**src/rtl/rtc_pkg.sv**
```systemverilog
package rtc_pkg;
  // Byte addresses of the register file
  localparam logic [7:0] ADR_CTRL    = 8'h14;
  localparam logic [7:0] ADR_SEC     = 8'h15;
  localparam logic [7:0] ADR_MIN     = 8'h16;
  localparam logic [7:0] ADR_HOUR    = 8'h17;
  localparam logic [7:0] ADR_DAY_LO  = 8'h18;
  localparam logic [7:0] ADR_DAY_HI  = 8'h19;
  localparam logic [7:0] ADR_CMP_MIN = 8'h1A;
  localparam logic [7:0] ADR_CMP_HR  = 8'h1B;
  localparam logic [7:0] ADR_CMP_DLO = 8'h1C;
  localparam logic [7:0] ADR_CMP_DHI = 8'h1D;

  // Control bit positions
  localparam int CB_BUSY   = 7;
  localparam int CB_DAY_EN = 5;
  localparam int CB_HR_EN  = 4;
  localparam int CB_MIN_EN = 3;
  localparam int CB_FLAG   = 2;
  localparam int CB_IRQ_EN = 1;
  localparam int CB_RUN    = 0;

  typedef struct packed {
    logic day_en;
    logic hr_en;
    logic min_en;
    logic irq_en;
    logic run;
  } tod_cfg_t;
endpackage

```
**src/rtl/rtc_bcd_field.sv**
```systemverilog
module rtc_bcd_field #(
  parameter logic [7:0] LIMIT = 8'h59
) (
  input  logic       clk,
  input  logic       rst_n,
  input  logic       step,
  input  logic       load,
  input  logic [7:0] load_val,
  output logic [7:0] value,
  output logic [7:0] next_value,
  output logic       wrap
);
  always_comb begin
    if (value == LIMIT)
      next_value = 8'h00;
    else if (value[3:0] == 4'd9)
      next_value = {value[7:4] + 4'd1, 4'h0};
    else
      next_value = {value[7:4], value[3:0] + 4'd1};
  end

  assign wrap = step && (value == LIMIT);

  always_ff @(posedge clk) begin
    if (!rst_n)
      value <= 8'h00;
    else if (load)
      value <= load_val;
    else if (step)
      value <= next_value;
  end

  // a field at its limit returns to zero on a step
  a_r2_field_wrap: assert property (@(posedge clk) disable iff (!rst_n)
    (step && !load && value == LIMIT) |=> (value == 8'h00));

  // without step or load the field holds
  a_r5_field_hold: assert property (@(posedge clk) disable iff (!rst_n)
    (!step && !load) |=> $stable(value));
endmodule

```
**src/rtl/rtc_day_count.sv**
```systemverilog
module rtc_day_count #(
  parameter int DAY_W = 15
) (
  input  logic             clk,
  input  logic             rst_n,
  input  logic             step,
  input  logic             load_lo,
  input  logic             load_hi,
  input  logic [7:0]       load_val,
  output logic [DAY_W-1:0] value
);
  localparam int HI_W = DAY_W - 8;

  always_ff @(posedge clk) begin
    if (!rst_n)
      value <= '0;
    else if (step)
      value <= value + 1'b1;
    else begin
      if (load_lo) value[7:0] <= load_val;
      if (load_hi) value[DAY_W-1:8] <= load_val[HI_W-1:0];
    end
  end

  // the day count wraps from all ones to zero
  a_r4_day_wrap: assert property (@(posedge clk) disable iff (!rst_n)
    (step && value == {DAY_W{1'b1}}) |=> (value == '0));
endmodule

```
**src/rtl/rtc_alarm_match.sv**
```systemverilog
module rtc_alarm_match
  import rtc_pkg::*;
#(
  parameter int DAY_W = 15
) (
  input  logic             clk,
  input  logic             rst_n,
  input  logic             we_min,
  input  logic             we_hr,
  input  logic             we_dlo,
  input  logic             we_dhi,
  input  logic [7:0]       wdata,
  input  tod_cfg_t         cfg,
  input  logic [7:0]       cur_min,
  input  logic [7:0]       cur_hr,
  input  logic [DAY_W-1:0] cur_day,
  output logic [7:0]       cmp_min,
  output logic [7:0]       cmp_hr,
  output logic [DAY_W-1:0] cmp_day,
  output logic             hit
);
  localparam int HI_W = DAY_W - 8;

  always_ff @(posedge clk) begin
    if (!rst_n) begin
      cmp_min <= 8'h00;
      cmp_hr  <= 8'h00;
      cmp_day <= '0;
    end else begin
      if (we_min) cmp_min <= wdata;
      if (we_hr)  cmp_hr  <= wdata;
      if (we_dlo) cmp_day[7:0] <= wdata;
      if (we_dhi) cmp_day[DAY_W-1:8] <= wdata[HI_W-1:0];
    end
  end

  logic any_en, min_ok, hr_ok, day_ok;
  always_comb begin
    any_en = cfg.min_en | cfg.hr_en | cfg.day_en;
    min_ok = !cfg.min_en || (cur_min == cmp_min);
    hr_ok  = !cfg.hr_en  || (cur_hr  == cmp_hr);
    day_ok = !cfg.day_en || (cur_day == cmp_day);
    hit    = any_en && min_ok && hr_ok && day_ok;
  end

  // compare values change only through a write
  a_r8_cmp_by_write: assert property (@(posedge clk) disable iff (!rst_n)
    !(we_min || we_hr || we_dlo || we_dhi) |=>
      ($stable(cmp_min) && $stable(cmp_hr) && $stable(cmp_day)));
endmodule

```
**src/rtl/bcd_tod_alarm.sv**
```systemverilog
module bcd_tod_alarm
  import rtc_pkg::*;
#(
  parameter int DAY_W = 15
) (
  input  logic       clk,
  input  logic       rst_n,
  input  logic       tick,
  input  logic       reg_we,
  input  logic [7:0] reg_addr,
  input  logic [7:0] reg_wdata,
  output logic [7:0] reg_rdata,
  output logic       alarm_irq
);
  tod_cfg_t cfg;
  logic flag;
  logic busy, wr_ok;
  logic [7:0] sec_v, min_v, hr_v, sec_n, min_n, hr_n;
  logic sec_wrap, min_wrap, hr_wrap;
  logic [DAY_W-1:0] day_v, cmp_day;
  logic [7:0] cmp_min, cmp_hr;
  logic hit;
  logic [7:0] upd_min, upd_hr;
  logic [DAY_W-1:0] upd_day;

  assign busy  = tick && cfg.run;
  assign wr_ok = reg_we && !busy;

  function automatic logic wsel(input logic ok, input logic [7:0] a, input logic [7:0] t);
    return ok && (a == t);
  endfunction

  rtc_bcd_field #(.LIMIT(8'h59)) u_sec (
    .clk(clk), .rst_n(rst_n), .step(busy), .load(wsel(wr_ok, reg_addr, ADR_SEC)),
    .load_val(reg_wdata), .value(sec_v), .next_value(sec_n), .wrap(sec_wrap));

  rtc_bcd_field #(.LIMIT(8'h59)) u_min (
    .clk(clk), .rst_n(rst_n), .step(sec_wrap), .load(wsel(wr_ok, reg_addr, ADR_MIN)),
    .load_val(reg_wdata), .value(min_v), .next_value(min_n), .wrap(min_wrap));

  rtc_bcd_field #(.LIMIT(8'h23)) u_hr (
    .clk(clk), .rst_n(rst_n), .step(min_wrap), .load(wsel(wr_ok, reg_addr, ADR_HOUR)),
    .load_val(reg_wdata), .value(hr_v), .next_value(hr_n), .wrap(hr_wrap));

  rtc_day_count #(.DAY_W(DAY_W)) u_day (
    .clk(clk), .rst_n(rst_n), .step(hr_wrap),
    .load_lo(wsel(wr_ok, reg_addr, ADR_DAY_LO)), .load_hi(wsel(wr_ok, reg_addr, ADR_DAY_HI)),
    .load_val(reg_wdata), .value(day_v));

  // Values the counters take after this tick, used for the alarm compare
  always_comb begin
    upd_min = sec_wrap ? min_n : min_v;
    upd_hr  = min_wrap ? hr_n  : hr_v;
    upd_day = hr_wrap  ? day_v + 1'b1 : day_v;
  end

  rtc_alarm_match #(.DAY_W(DAY_W)) u_alm (
    .clk(clk), .rst_n(rst_n),
    .we_min(wsel(wr_ok, reg_addr, ADR_CMP_MIN)), .we_hr(wsel(wr_ok, reg_addr, ADR_CMP_HR)),
    .we_dlo(wsel(wr_ok, reg_addr, ADR_CMP_DLO)), .we_dhi(wsel(wr_ok, reg_addr, ADR_CMP_DHI)),
    .wdata(reg_wdata), .cfg(cfg), .cur_min(upd_min), .cur_hr(upd_hr), .cur_day(upd_day),
    .cmp_min(cmp_min), .cmp_hr(cmp_hr), .cmp_day(cmp_day), .hit(hit));

  always_ff @(posedge clk) begin
    if (!rst_n) begin
      cfg  <= '0;
      flag <= 1'b0;
    end else if (wsel(wr_ok, reg_addr, ADR_CTRL)) begin
      cfg.day_en <= reg_wdata[CB_DAY_EN];
      cfg.hr_en  <= reg_wdata[CB_HR_EN];
      cfg.min_en <= reg_wdata[CB_MIN_EN];
      cfg.irq_en <= reg_wdata[CB_IRQ_EN];
      cfg.run    <= reg_wdata[CB_RUN];
      if (reg_wdata[CB_FLAG]) flag <= 1'b0;
    end else if (sec_wrap && hit) begin
      flag <= 1'b1;
    end
  end

  always_comb begin
    case (reg_addr)
      ADR_CTRL:    reg_rdata = {busy, 1'b0, cfg.day_en, cfg.hr_en, cfg.min_en,
                                flag, cfg.irq_en, cfg.run};
      ADR_SEC:     reg_rdata = sec_v;
      ADR_MIN:     reg_rdata = min_v;
      ADR_HOUR:    reg_rdata = hr_v;
      ADR_DAY_LO:  reg_rdata = day_v[7:0];
      ADR_DAY_HI:  reg_rdata = 8'(day_v >> 8);
      ADR_CMP_MIN: reg_rdata = cmp_min;
      ADR_CMP_HR:  reg_rdata = cmp_hr;
      ADR_CMP_DLO: reg_rdata = cmp_day[7:0];
      ADR_CMP_DHI: reg_rdata = 8'(cmp_day >> 8);
      default:     reg_rdata = 8'h00;
    endcase
  end

  assign alarm_irq = flag && cfg.irq_en;

  // busy is visible only in a tick cycle
  a_r6_busy_tick: assert property (@(posedge clk) disable iff (!rst_n)
    (reg_addr == ADR_CTRL && reg_rdata[CB_BUSY]) |-> tick);

  // without a counting tick or write the time holds
  a_r5_time_hold: assert property (@(posedge clk) disable iff (!rst_n)
    (!busy && !reg_we) |=> ($stable(sec_v) && $stable(min_v) && $stable(hr_v) && $stable(day_v)));

  // writes in a busy cycle leave the compare values untouched
  a_r7_busy_drop: assert property (@(posedge clk) disable iff (!rst_n)
    (busy && reg_we) |=> ($stable(cmp_min) && $stable(cmp_hr) && $stable(cmp_day)));

  // the flag only rises after a counting tick
  a_r9_flag_on_tick: assert property (@(posedge clk) disable iff (!rst_n)
    $rose(flag) |-> $past(busy));

  // with no compare enabled the flag stays clear
  a_r10_no_enables: assert property (@(posedge clk) disable iff (!rst_n)
    (!cfg.min_en && !cfg.hr_en && !cfg.day_en && !flag) |=> !flag);

  // writing one to the flag bit clears it
  a_r11_flag_clear: assert property (@(posedge clk) disable iff (!rst_n)
    (wr_ok && reg_addr == ADR_CTRL && reg_wdata[CB_FLAG]) |=> !flag);

  // the interrupt needs its enable
  a_r12_irq_gate: assert property (@(posedge clk) disable iff (!rst_n)
    alarm_irq |-> cfg.irq_en);
endmodule

```
**config.mk**
```make
export PLATFORM = sky130hd
export DESIGN_NAME = bcd_tod_alarm
export DESIGN_NICKNAME = d
export VERILOG_FILES = /design/src/rtl/rtc_pkg.sv /design/src/rtl/rtc_bcd_field.sv /design/src/rtl/rtc_day_count.sv /design/src/rtl/rtc_alarm_match.sv /design/src/rtl/bcd_tod_alarm.sv
export SDC_FILE = /design/constraint.sdc
export NUM_CORES = 1
export LEC_CHECK = 0
export BUFFER_PORTS_ARGS = -buffer_cell sky130_fd_sc_hd__buf_2
export CAP_MARGIN = 40
export CORE_MARGIN = 1
export CORE_UTILIZATION = 61
export DETAILED_ROUTE_END_ITERATION = 7
export PLACE_DENSITY = 0.9
export SYNTH_ARGS = -nofsm -noshare
export SYNTH_HDL_FRONTEND = slang
export SYNTH_SLANG_ARGS = --single-unit
```
**constraint.sdc**
```tcl
create_clock -name clk -period 5.3 [get_ports clk]
set_input_delay 0.265 -clock clk [delete_from_list [all_inputs] [get_ports clk]]
set_output_delay 0.265 -clock clk [all_outputs]
set_load 0.02 [all_outputs]
```
[Word level (Yosys, flattened, before mapping)]
Index checks and enable logic that the tools add are counted.
Word-level totals
  input bits: 20
  output and inout port bits: 9
  logic and storage cells: 99
  register bits after elaboration: 76
Operators by class
  reductions and logical operators: 34
  eq/ne operators: 20
  bitwise logic cells: 2
  add/subtract/negate cells: 7
  mux-type cells: 20
Operators with widths (count)
  two-way mux 8 bit: 13
  == test 8 x 5 -> 1 bit (second input constant): 10
  one-hot mux 8 bit (10 select lines): 1
  two-way mux 15 bit: 2
  adder 4 x 1 -> 4 bit (second input constant): 6
  logical AND 1 bit: 20
  == test 8 x 7 -> 1 bit (second input constant): 2
  == test 8 bit: 2
  adder 15 x 1 -> 15 bit (second input constant): 1
  == test 15 bit: 1
  == test 4 bit (second input constant): 3
  == test 8 x 6 -> 1 bit (second input constant): 1
  nonzero test 2 bit: 4
  two-way mux 7 bit: 1
  zero test 1 bit: 4
  AND reduction 2 bit: 2
  logical OR 1 bit: 3
  two-way mux 1 bit: 3
  nonzero test 3 bit: 1
  inequality test 2 bit (second input constant): 1
  bitwise OR 1 bit: 2

[Depth between registers and ports, before layout]
  depth in word-level cells: 12
  gate-level depth with buffers: 11
  depth with buffers taken out: 9

[Hierarchy]
From an unflattened synthesis, not the netlist that was laid out.
Second synthesis, totals
  cells, all modules: 690
  area, all modules: 5836.8 um2
By module, submodules not included
  bcd_tod_alarm: area an instance 1637.8 um2, cells an instance 212, instances 1, sequential area each 120.1 um2
  rtc_alarm_match: area an instance 1519.0 um2, cells an instance 144, instances 1, sequential area each 620.6 um2
  rtc_bcd_field at u_min ...: area an instance 605.6 um2, cells an instance 77, instances 2, sequential area each 160.2 um2
  rtc_day_count: area an instance 869.6 um2, cells an instance 103, instances 1, sequential area each 300.3 um2
  rtc_bcd_field at u_hr: area an instance 599.3 um2, cells an instance 77, instances 1, sequential area each 160.2 um2

[Worst setup path before layout]
No wires, ideal clock.
  path type: register to register
  start: register u_sec.value[0]
  end: register flag
  cell stages (with the launch flop): 9
  required time: 5242 ps
  clock period less this slack: 2686 ps
  setup slack: 2614 ps
  buffers on the path: 1
  setup time: 58 ps
  arrival: 2628 ps
  path through: dfxtp_1 > ha_1 > nand3b_1 > or4_1 > buf_2 > or4_4 > or3_1 > a2111oi_1 > o211a_1
On the way
  longest elaborated chain between the ends: 11
  elaborated cells between the ends (all ways): 19
  those cells by class: eq/ne (4); mux (3); reduce/logical (12)
Ends and longest elaborated chain
  start: declaration: RTL line rtc_bcd_field.sv:9  | output logic [7:0] value,
  start signal: assignment: RTL line rtc_bcd_field.sv:28  | value <= load_val;
  start signal: assignment: RTL line rtc_bcd_field.sv:30  | value <= next_value;
  == test 8 x 7 -> 1 bit (*): RTL line rtc_bcd_field.sv:22  | assign wrap = step && (value == LIMIT);
  logical AND 1 bit (*): RTL line rtc_bcd_field.sv:22
  logical AND 1 bit or two-way mux 8 bit (tied branches)
  logical AND 1 bit (tied with other cells): RTL line rtc_bcd_field.sv:22
  two-way mux 15 bit (tied with other cells): RTL line bcd_tod_alarm.sv:54  | upd_day = hr_wrap ? day_v + 1'b1 : day_v;
  == test 15 bit (tied with other cells): RTL line rtc_alarm_match.sv:42  | day_ok = !cfg.day_en || (cur_day == cmp_day);
  logical OR 1 bit or logical AND 1 bit (tied branches): RTL line rtc_alarm_match.sv:42, rtc_alarm_match.sv:43
  logical AND 1 bit: RTL line rtc_alarm_match.sv:43  | hit = any_en && min_ok && hr_ok && day_ok;
  logical AND 1 bit (*): RTL line bcd_tod_alarm.sv:75  | end else if (sec_wrap && hit) begin
  nonzero test 2 bit (no source line) (*)
  AND reduction 2 bit (no source line) (*)
  end signal: assignment: RTL line bcd_tod_alarm.sv:67  | flag <= 1'b0;
  end signal: assignment: RTL line bcd_tod_alarm.sv:74  | if (reg_wdata[CB_FLAG]) flag <= 1'b0;
  end signal: assignment: RTL line bcd_tod_alarm.sv:76  | flag <= 1'b1;
  end: declaration: RTL line bcd_tod_alarm.sv:16  | logic flag;
Every way passes the cells marked *; elsewhere a longest branch is shown, timed or not.
A chain may end at the register's enable or synchronous reset.

[Worst setup path in the final report]
Same ends and word-level chain as after synthesis.

==> flow_summary_export.csv <==
group,metric,value,unit
sta,setup_viol,0,
synth,synth_edf_count,0,
finish,fin_nets,726,
detailed_routing,drc,0,
sta,post-route-period-util,0.6245,
sta,layout_min_cycle_time,3310,ps
detailed_routing,firstDrtPassIters,6,
grt,grt_pass1_vias,5470,
worst_setup_path,crit_path_max_fanout,13,
hold_path,min_path_type,"input port to flop",
synth,seq_area_frac_synth,0.2626,
placement,portBuffers,28,
die,dieArea,0.009892,sq mm
power_and_ir_drop,internal_power,0.0008699,W
synth,syn_inst,696,
synth,synth_ff_type,"dfxtp_1",
worst_setup_path,path_class,"flop to flop",
finish,fin_util,0.6687,
sta,fin_tns_setup,0,ps
finish,seq_area,0.001521,sq mm
synth,synth-seq-cells,76,
sta,slew_violations,0,
finish,multi_input_area,0.003991,sq mm
clock_tree,cts_max_level,3,
run_status,status,"completed",
clock_tree,cts_buffers,9,
finish,drive_gt1_frac,0.1189,
synth,synth.distinct_cells,67,
grt,gr-usage-all-layers,0.3980,
clock_tree,clkLatencyLatePin,360,ps
sta,timing.fmax,302.1,MHz
worst_setup_path,start_kind,"flop",
clock_tree,cts_resized,0,
synth,synth_area,0.005794,sq mm
die,num_io_pins,29,
power_and_ir_drop,p_per_area,187.1,mW/mm^2
synth,ys_warn_count,0,
synth,async_flop_share,0,
sta,rsz0062_at_grt,"false",
die,num_rows,35,
die,initial_core_util,0.6271,
finish,area_growth,6.629,%
grt,overflow,0,
power_and_ir_drop,switchingPower,0.0002859,W
detailed_routing,routed_via_density,6.902,
clock_tree,clock-sinks,76,
power_and_ir_drop,swShare,0.2473,
detailed_routing,post_drt_wl_per_cell,22.91,um
placement,gp_congestion,1.016,
die,core-area,0.009240,sq mm
placement,hpwl,13710,um
grt,grt_max_degree,79,
sta,fin_skew,10.42,ps
clock_tree,post-cts-setup-buffers,0,
run,drv_cap,0,
worst_setup_path,end_kind,"flop",
detailed_routing,postRouteAntennaNets,0,
clock_tree,hold_buffers,0,
clock_tree,cts_buffer_depth,2,
finish,n_antenna_cell,0,
detailed_routing,routed_wirelength,18950,um
detailed_routing,vias,5708,
synth,syn_area_per_cell,8.325,sq um
worst_setup_path,cp.arrival,3630,ps
sta,worst_slew_pin_slew,1001,ps
grt,antenna_found_initial,0,
finish,nFillCells,778,
die,die_h,99.46,um
detailed_routing,drt-initial-drc-count,496,
power_and_ir_drop,seq_power_share,0.496,
sta,timing.slew.headroom,0.3277,
synth,syn_nets,729,
clock_tree,root_buffer,"clkbuf_8",
worst_setup_path,cp.required,5620,ps
clock_tree,clkSlewWorstSetupHoldPaths,90,ps
power_and_ir_drop,max-vdd-ir-drop,0.0001158,V
sta,finalHoldViolations,0,
clock_tree,cts_tree,"yes",
power_and_ir_drop,pwr-share-clk,0.447,
grt,grt_pass1_wl,29820,um
power_and_ir_drop,leakagePower,2.260,nW
power_and_ir_drop,combinationalPowerShare,0.057,
die,dieWidth,99.46,um
## state kept, by name (all words and copies together), names as in the netlist
name and count:
u_alm.cmp_hr 8, flag 1, u_sec.value 8, u_hr.value 8, cfg 5, u_alm.cmp_min 8
u_day.value 15, u_min.value 8, u_alm.cmp_day 15
## critical path: stages (launching register included)
cell	delay (ps)
dfxtp_1	440
ha_1	270
nand4b_1	400
nor3_2	620
nand2_1	420
o32ai_1	390
o22ai_1	130
a2111oi_1	410
o211a_1	180
## synth_stat cells (3+ instances only)
library cell | count | area share
o311ai_0 | 5 | 0.0076
nor2b_1 | 45 | 0.049
mux4_2 | 14 | 0.054
o211ai_1 | 8 | 0.010
o2111ai_1 | 3 | 0.0045
buf_1 | 8 | 0.0052
nand2b_1 | 9 | 0.0097
xor2_1 | 13 | 0.020
and3b_1 | 5 | 0.0076
nor4_1 | 7 | 0.0076
and4_1 | 5 | 0.0076
a211oi_1 | 7 | 0.0091
buf_2 | 8 | 0.0069
nand4_1 | 9 | 0.0097
a21oi_1 | 24 | 0.021
a221oi_1 | 5 | 0.0076
mux2i_1 | 43 | 0.074
nor2_1 | 37 | 0.024
a21boi_0 | 13 | 0.017
o22ai_1 | 4 | 0.0043
o21a_1 | 4 | 0.0052
o21ai_0 | 29 | 0.025
nor4b_1 | 3 | 0.0045
a22oi_1 | 7 | 0.0091
clkbuf_1 | 32 | 0.021
nor3_1 | 23 | 0.020
xnor2_1 | 21 | 0.032
a222oi_1 | 6 | 0.010
and3_1 | 6 | 0.0065
o211a_1 | 19 | 0.033
and2_1 | 7 | 0.0076
nand3_1 | 24 | 0.021
nor3_2 | 4 | 0.0069
o221ai_1 | 4 | 0.0060
inv_1 | 23 | 0.015
nand2_1 | 69 | 0.045
a31oi_1 | 3 | 0.0032
a32oi_1 | 4 | 0.0060
ha_1 | 13 | 0.028
o31ai_1 | 6 | 0.0078
nand3b_1 | 7 | 0.0091
dfxtp_1 | 76 | 0.26
## power groups by stage
stage / clock, W / combinational (W) / sequential [W]
6_report: 0.000517 / 0.0000657 / 0.000573
3_3_place_gp: 0 / 0.0000620 / 0.000586
5_1_grt: 0.000544 / 0.0000681 / 0.000573
2_1_floorplan: 0 / 0.0000398 / 0.000585
4_1_cts: 0.000520 / 0.0000632 / 0.000573
3_5_place_dp: 0 / 0.0000636 / 0.000586
## per-layer routing
metal,up-vias,part of all wire,GRT usage
li1,2573,-,-
met1,2694,0.38,0.4883
met2,355,0.46,0.6667
met3,86,0.10,0.07519
met4,0,0.054,0.2048
met5,-,0,0
## layout by cell type, fill, tap and decap left out, types with 6 or more instances in the layout
| cell type | netlist | routed |
|---|---|---|
| a21boi_0 | 13 | 13 |
| nor3_1 | 23 | 23 |
| and2_1 | 7 | 7 |
| nand3_1 | 24 | 24 |
| mux4_2 | 14 | 14 |
| dfxtp_1 | 76 | 76 |
| a22oi_1 | 7 | 7 |
| xnor2_1 | 21 | 21 |
| a211oi_1 | 7 | 7 |
| nor2_1 | 37 | 37 |
| mux2i_1 | 43 | 43 |
| o211ai_1 | 8 | 8 |
| nor2b_1 | 45 | 45 |
| a222oi_1 | 6 | 6 |
| a21oi_1 | 24 | 24 |
| o31ai_1 | 6 | 6 |
| ha_1 | 13 | 13 |
| nand2b_1 | 9 | 9 |
| clkbuf_8 | 0 | 10 |
| o211a_1 | 19 | 19 |
| and3_1 | 6 | 6 |
| nand3b_1 | 7 | 7 |
| o21ai_0 | 29 | 29 |
| xor2_1 | 13 | 13 |
| inv_1 | 23 | 23 |
| nor4_1 | 7 | 7 |
| nand4_1 | 9 | 9 |
| nand2_1 | 69 | 69 |
| buf_2 | 8 | 29 |
## area by class of cell
| cell class | count | area share |
|---|---|---|
| multi-input combinational | 548 | 0.6460 |
| sequential | 76 | 0.2463 |
| timing repair buffer | 35 | 0.03119 |
| tap | 129 | 0.02612 |
| clock buffer | 10 | 0.02228 |
| clock inverter | 6 | 0.01418 |
| inverter | 23 | 0.01397 |
## per-stage QoR
step / setup slack (ps) / power, W / area, sq um / std cells / hold slack, ps
2_1_floorplan: 2614 / 0.0006252 / 5794 / 696 / 421.4
3_3_place_gp: 2238 / 0.0006483 / 5923 / 807 / 528.0
3_5_place_dp: 2064 / 0.0006499 / 5953 / 811 / 549.0
4_1_cts: 2059 / 0.001156 / 6178 / 827 / 306.1
5_1_grt: 1750 / 0.001185 / 6178 / 827 / 324.0
6_report: 1990 / 0.001156 / 6178 / 827 / 320.8
## logic make-up after synthesis
logic type / synth area share
buf+inv: 0.04967
fa+ha+maj: 0.02807
compound gates: 0.2049
simple gates: 0.2708
mux: 0.1326
xor+xnor: 0.05139
flops: 0.2626
## path summary, 6_finish.rpt
check / startpoint / end / slack (ps) / cells after the start
worst max-delay path: u_sec.value[0] / flag / 1990 / 8
worst min-delay path: reg_wdata[4] / u_hr.value[4] / 320 / 3
worst max register to register: u_sec.value[0] / flag / 1990 / 8
worst min register to register: u_day.value[13] / u_day.value[13] / 560 / 2
No activity file was read; power rests on OpenSTA's default activity.
